[src/rtl/ext_pkg.sv]
package ext_pkg;

  // Size field of the operation select (bits 1:0)
  typedef enum logic [1:0] {
    SZ_BYTE = 2'd0,
    SZ_HALF = 2'd1,
    SZ_WORD = 2'd2,
    SZ_RSVD = 2'd3
  } ext_size_e;

  // Bit of the operation select that picks right indexing
  localparam int OP_RIGHT_BIT = 2;

  typedef struct packed {
    logic wr;
    logic unavail;
    logic merge;
  } ext_flags_t;

endpackage

[src/rtl/ext_decode.sv]
module ext_decode
  import ext_pkg::*;
#(
  parameter int NB_W = 3
) (
  input  logic [2:0]      op,
  input  logic            isa_new,
  input  logic            vec_en,
  output logic            right,
  output logic [NB_W-1:0] nbytes,
  output ext_flags_t      flags
);

  ext_size_e sz;
  logic      legal;
  logic      shared_code;
  logic      as_merge;

  always_comb begin
    sz = ext_size_e'(op[1:0]);
    right = op[OP_RIGHT_BIT];
    unique case (sz)
      SZ_BYTE: nbytes = NB_W'(1);
      SZ_HALF: nbytes = NB_W'(2);
      SZ_WORD: nbytes = NB_W'(4);
      default: nbytes = '0;
    endcase
  end

  assign legal       = (sz != SZ_RSVD);
  assign shared_code = (sz == SZ_WORD);
  assign as_merge    = shared_code && !isa_new;

  always_comb begin
    flags.unavail = !vec_en;
    flags.merge   = vec_en && as_merge;
    flags.wr      = vec_en && legal && !as_merge;
  end

endmodule

[src/rtl/ext_shift.sv]
module ext_shift #(
  parameter int VEC_BYTES = 16,
  parameter int MAX_BYTES = 4,
  parameter int RES_W     = 64,
  parameter int IDX_W     = $clog2(VEC_BYTES),
  parameter int NB_W      = $clog2(MAX_BYTES) + 1
) (
  input  logic [VEC_BYTES*8-1:0] vec,
  input  logic [IDX_W-1:0]       idx,
  input  logic                   right,
  input  logic [NB_W-1:0]        nbytes,
  output logic [RES_W-1:0]       field
);

  localparam int LANE_BITS = MAX_BYTES * 8;

  // Least-significant vector byte feeding result lane 0; negative when a
  // left-indexed field runs off the low end of the vector.
  int start;
  logic [7:0] lane [MAX_BYTES];

  always_comb begin
    if (right) start = int'(idx);
    else       start = VEC_BYTES - int'(idx) - int'(nbytes);
  end

  for (genvar k = 0; k < MAX_BYTES; k++) begin : g_lane
    always_comb begin
      lane[k] = 8'h00;
      for (int b = 0; b < VEC_BYTES; b++) begin
        if ((k < int'(nbytes)) && (start + k == b)) lane[k] = vec[b*8 +: 8];
      end
    end
  end

  always_comb begin
    field = '0;
    for (int k = 0; k < MAX_BYTES; k++) field[k*8 +: 8] = lane[k];
  end

  if (RES_W < LANE_BITS) begin : g_bad_width
    initial $error("ext_shift: RES_W smaller than widest element");
  end

endmodule

[src/rtl/ext_outreg.sv]
module ext_outreg #(
  parameter int W = 8
) (
  input  logic         clk,
  input  logic         rst_n,
  input  logic         in_valid,
  output logic         in_ready,
  input  logic [W-1:0] in_data,
  output logic         out_valid,
  input  logic         out_ready,
  output logic [W-1:0] out_data
);

  logic         vld_q;
  logic [W-1:0] data_q;

  assign in_ready = !vld_q || out_ready;

  always_ff @(posedge clk) begin
    if (!rst_n) begin
      vld_q  <= 1'b0;
      data_q <= '0;
    end else if (in_ready) begin
      vld_q <= in_valid;
      if (in_valid) data_q <= in_data;
    end
  end

  assign out_valid = vld_q;
  assign out_data  = data_q;

endmodule

[src/rtl/vec_extract_unit.sv]
module vec_extract_unit
  import ext_pkg::*;
#(
  parameter int VEC_BYTES = 16,
  parameter int MAX_BYTES = 4,
  parameter int INDEX_W   = 64,
  parameter int RES_W     = 64
) (
  input  logic                   clk,
  input  logic                   rst_n,
  input  logic                   in_valid,
  output logic                   in_ready,
  input  logic [INDEX_W-1:0]     in_index,
  input  logic [VEC_BYTES*8-1:0] in_vec,
  input  logic [2:0]             in_op,
  input  logic                   in_isa_new,
  input  logic                   in_vec_en,
  output logic                   out_valid,
  input  logic                   out_ready,
  output logic [RES_W-1:0]       out_data,
  output logic                   out_wr,
  output logic                   out_unavail,
  output logic                   out_merge
);

  localparam int IDX_W = $clog2(VEC_BYTES);
  localparam int NB_W  = $clog2(MAX_BYTES) + 1;
  localparam int FLG_W = $bits(ext_flags_t);
  localparam int PAY_W = FLG_W + RES_W;

  logic [IDX_W-1:0] idx;
  logic             unused_index_hi;
  logic             right;
  logic [NB_W-1:0]  nbytes;
  ext_flags_t       flags;
  logic [RES_W-1:0] field;
  logic [RES_W-1:0] result;
  logic [PAY_W-1:0] pay_in;
  logic [PAY_W-1:0] pay_out;
  ext_flags_t       flags_out;

  assign idx             = in_index[IDX_W-1:0];
  assign unused_index_hi = ^in_index[INDEX_W-1:IDX_W];

  ext_decode #(.NB_W(NB_W)) u_dec (
    .op      (in_op),
    .isa_new (in_isa_new),
    .vec_en  (in_vec_en),
    .right   (right),
    .nbytes  (nbytes),
    .flags   (flags)
  );

  ext_shift #(
    .VEC_BYTES (VEC_BYTES),
    .MAX_BYTES (MAX_BYTES),
    .RES_W     (RES_W),
    .IDX_W     (IDX_W),
    .NB_W      (NB_W)
  ) u_shift (
    .vec    (in_vec),
    .idx    (idx),
    .right  (right),
    .nbytes (nbytes),
    .field  (field)
  );

  assign result = flags.wr ? field : '0;
  assign pay_in = {flags, result};

  ext_outreg #(.W(PAY_W)) u_out (
    .clk       (clk),
    .rst_n     (rst_n),
    .in_valid  (in_valid),
    .in_ready  (in_ready),
    .in_data   (pay_in),
    .out_valid (out_valid),
    .out_ready (out_ready),
    .out_data  (pay_out)
  );

  assign flags_out   = ext_flags_t'(pay_out[PAY_W-1:RES_W]);
  assign out_data    = pay_out[RES_W-1:0];
  assign out_wr      = flags_out.wr;
  assign out_unavail = flags_out.unavail;
  assign out_merge   = flags_out.merge;

endmodule

[config.mk]
export PLATFORM = sky130hd
export DESIGN_NAME = vec_extract_unit
export DESIGN_NICKNAME = d
export VERILOG_FILES = /design/src/rtl/ext_pkg.sv /design/src/rtl/ext_decode.sv /design/src/rtl/ext_shift.sv /design/src/rtl/ext_outreg.sv /design/src/rtl/vec_extract_unit.sv
export SDC_FILE = /design/constraint.sdc
export NUM_CORES = 1
export LEC_CHECK = 0
export ABC_AREA = 1
export BUFFER_PORTS_ARGS = -buffer_cell sky130_fd_sc_hd__buf_2
export CORE_ASPECT_RATIO = 0.7
export CORE_UTILIZATION = 56
export CTS_CLUSTER_SIZE = 25
export DETAILED_ROUTE_END_ITERATION = 7
export PLACE_DENSITY_LB_ADDON = 0.12
export SLEW_MARGIN = 20
export SYNTH_ARGS = -nofsm -noshare
export SYNTH_HDL_FRONTEND = slang
export SYNTH_SLANG_ARGS = --single-unit
[constraint.sdc]
create_clock -name clk -period 6.7 [get_ports clk]
set_input_delay 0.335 -clock clk [delete_from_list [all_inputs] [get_ports clk]]
set_output_delay 0.335 -clock clk [all_outputs]
set_load 0.03 [all_outputs]
==> summary.md <==
| Metric | Value |
|---|---|
| Htree depth | `2` |
| Data required, critical path | `6840 ps` |
| Die W | `between 100 and 150 um` |
| Nets | `roughly 1900` |
| XOR/XNOR Fraction of Synth Area | `0.354%` |
| Worst Path Arrival | `4990 ps` |
| Core Box Area | `12700 um2` |
| P_sw | `0.000567 W` |
| Setup crit end kind | `register` |
| Crit path max fanout | `10` |
| Synth top area share | `27.5%` |
| Seq cells post-synth | `36` |
| Vias in the first global route | `9350` |
| Post-Synthesis Cell Area | `7430 um2` |
| Clock Power Share | `21.7%` |
| Crit path buffers/inverters | `7` |
| Synth-to-Final Area Change | `14.0%` |
| Synthesized instance count | `around 1500` |
| Hold path cells | `3` |
| Yosys warns | `0` |
| First-pass GRT wire length | `47500 um` |
| First-pass DRT Iterations | `6` |
| Placed insts | `1791` |
| CTS buffer count | `5` |
| Fin crit period | `4840 ps` |
| TritonCTS Sinks | `36` |
| Worst setup SP type | `primary input` |
| Initial antenna violation count | `2` |
| I/O pins | `between 200 and 300` |
| Slew @ Worst Pin | `1000 ps` |
| Port buffer count | `~180` |
| Seq/Total Area, Yosys | `9.71%` |
| VDD IR-drop max | `~0.13 mV` |
| Final worst slack | `1860 ps` |
| Fin cells | `1800` |
| Routed vias | `between 10000 and 15000` |
| Wire per inst | `16.7 um` |
| CTS tree | `done` |
| Unrepaired setup endpoints after global routing | `no` |
| Ys flop type | `dfxtp_1` |
| Highest Clock Rate | `between 0.2 and 0.25 GHz` |
| Post-synth ARST share | `0%` |
| Final wirelength | `30100 um` |
| Clk Tree Root Cell | `clkbuf_16` |
| Power share of the sequential group | `about 20%` |
| Post-Synth Simple-Gate Area | `57.0%` |
| Slowest stage delay, CP | `about 450 ps` |
| DR vias/cell | `5.80` |
| Max-slew violations | `0` |
| Mux cell area share after synthesis | `0%` |
| Skew-Pair Late Insertion Delay | `290 ps` |
| Clk slew on worst S/H paths | `roughly 60 ps` |
| DRC violations left | `0` |
| Main combinational cell family by area after synthesis | `simple AND/OR/NAND/NOR gates` |
| Top-count cell post-synth | `nand2_1` |
| Leading area contributor after synthesis | `nand2_1` |
| Design Power | `roughly 0.0011 W` |
| Antenna-violating nets left | `0` |
| Switching share of total power | `between 50 and 60%` |
| Die Ht | `98.3 um` |
| Share of cells above drive strength 1 | `between 15 and 20%` |
| Max_slew headroom | `32.6%` |
| Die footprint | `13700 um2` |
| PD cells | `130 nW/um2` |
| Adder-Cell Fraction of Synth Area | `under 10%` |
| Pint | `0.000533 W` |
| Grt ovf | `0` |
| Dominant cells by area after synthesis | `nand2_1 (27%), inv_1 (11%), dfxtp_1 (9.7%)` |
| Critical path class | `in -> reg` |
| Gate power share | `57.8%` |
| Mean post-synth cell area | `5.06 um2` |
| Status | `completed` |
| Placer Congestion | `1.03` |
| Period utilisation layout | `72.3%` |
| 1st-iter DRT viols | `between 1500 and 2000` |
| # setup viols final | `0` |
| Post-synth EDFFs | `0` |
| Max Cap Viol | `0` |
| CTS Hold Bufs | `0` |
| Global-route usage over all layers | `43.7%` |
| Setup tns final | `0 ps` |
| Class of the worst hold path | `in -> reg` |
| CP max stage cell | `fa_1` |
| Initial Util | `58.6%` |
| Post-CTS sizing | `0` |
| Worst R2R Path Depth | `10` |
| Row cnt | `34` |
| Fin. Hold Viols | `0` |
| Setup repair bufs after CTS | `0` |
| Fin Clk Skew | `1.64 ps` |
| Area fraction in compound gates after synthesis | `14.2%` |
| Commonest cells post-synth | `nand2_1 (544), inv_1 (212), nor2_1 (139)` |
| Leak | `4.43 nW` |
| DP Worst Slack | `1700 ps` |
| Dpl hpwl | `around 25000 um` |
| CP top delay family | `simple AND/OR/NAND/NOR gates` |
| Yosys cell types | `46` |
| Number of cells on the critical path | `28` |
| Clk buf depth | `2` |
| Largest net degree at the start of global routing | `38` |
-- kinds of logic (layout without fill, tap and decap cells) --
family          after synthesis  after routing
compound gates              193            193
xor+xnor                      3              3
fa+ha+maj                    13             13
buf+inv                     283            420
flops                        36             36
other cells                   1             33
simple gates                940            940
-- registers in the layout (all words and copies together), names as in the netlist --
| signal | flops |
|---|---|
| u_out.out_data | 35 |
| u_out.out_valid | 1 |
-- power by group through the flow --
stage	Sequential [W]	Combinational [W]	Clock [W]
3_5_place_dp	0.000229	0.000612	0
6_report	0.000225	0.000636	0.000239
5_1_grt	0.000225	0.000694	0.000247
4_1_cts	0.000225	0.000614	0.000236
2_1_floorplan	0.000244	0.000419	0
3_3_place_gp	0.000229	0.000604	0
-- layout make-up --
| cell class | count | area (um2) |
|---|---|---|
| fillers | 1296 | 4210 |
| diodes | 1 | 2.50 |
| repair buffers | 180 | 908 |
| clock buffers | 5 | 125 |
| inverters | 232 | 881 |
| flip-flops and latches | 36 | 721 |
| well taps | 162 | 203 |
| clock inverters | 3 | 18.8 |
| multi-input cells | 1181 | 5610 |
-- metal layers --
| layer | wire length, um | share of wire (%) | GRT usage [%] | vias up |
|---|---|---|---|---|
| met4 | 501 | 1.7 | 9.13 | 0 |
| met1 | 12600 | 42 | 61.7 | 4646 |
| li1 | - | - | - | 4955 |
| met3 | 4880 | 16 | 12.8 | 53 |
| met2 | 12100 | 40 | 65.3 | 779 |
| met5 | 0 | 0 | 0 | - |
-- placed cells by master (no fill, tap or decap), drive strengths merged --
cell	instances
nor2	163
inv	231
dfxtp	36
o2111a	1
xnor2	1
fa	1
o21ai	70
buf	180
o2111ai	3
clkbuf	5
nand3	96
a22o	1
ha	12
nor4	4
conb	32
nor3	28
nand2	561
nand3b	4
xor2	2
o211ai	6
diode	1
a21oi	107
clkinv	4
nand4	73
or2	11
o22ai	5
-- worst min-delay path: stages --
cell     delay, ps
buf_2          100
o21ai_0         60
nor2_1          50
-- through the flow --
step / hold slack [ps] / utilization [%] / cell area [um2]
after floorplan: 471 / - / 7540
after CTS: 309 / 66.7 / 8460
after global placement: 452 / 65.6 / 8320
final: 302 / 66.8 / 8470
after global routing: 349 / 66.8 / 8460
after detailed placement: 454 / 65.6 / 8320
-- worst paths after layout --
kind,startpoint,endpoint,slack (ps)
worst min register to register,u_out.out_data[66],u_out.out_data[66],460
worst max-delay path,in_op[0],u_out.out_data[25],1860
worst max register to register,u_out.out_valid,u_out.out_data[8],4200
worst min-delay path,rst_n,u_out.out_data[65],300
Note: power is estimated with default switching activity, not from simulation.
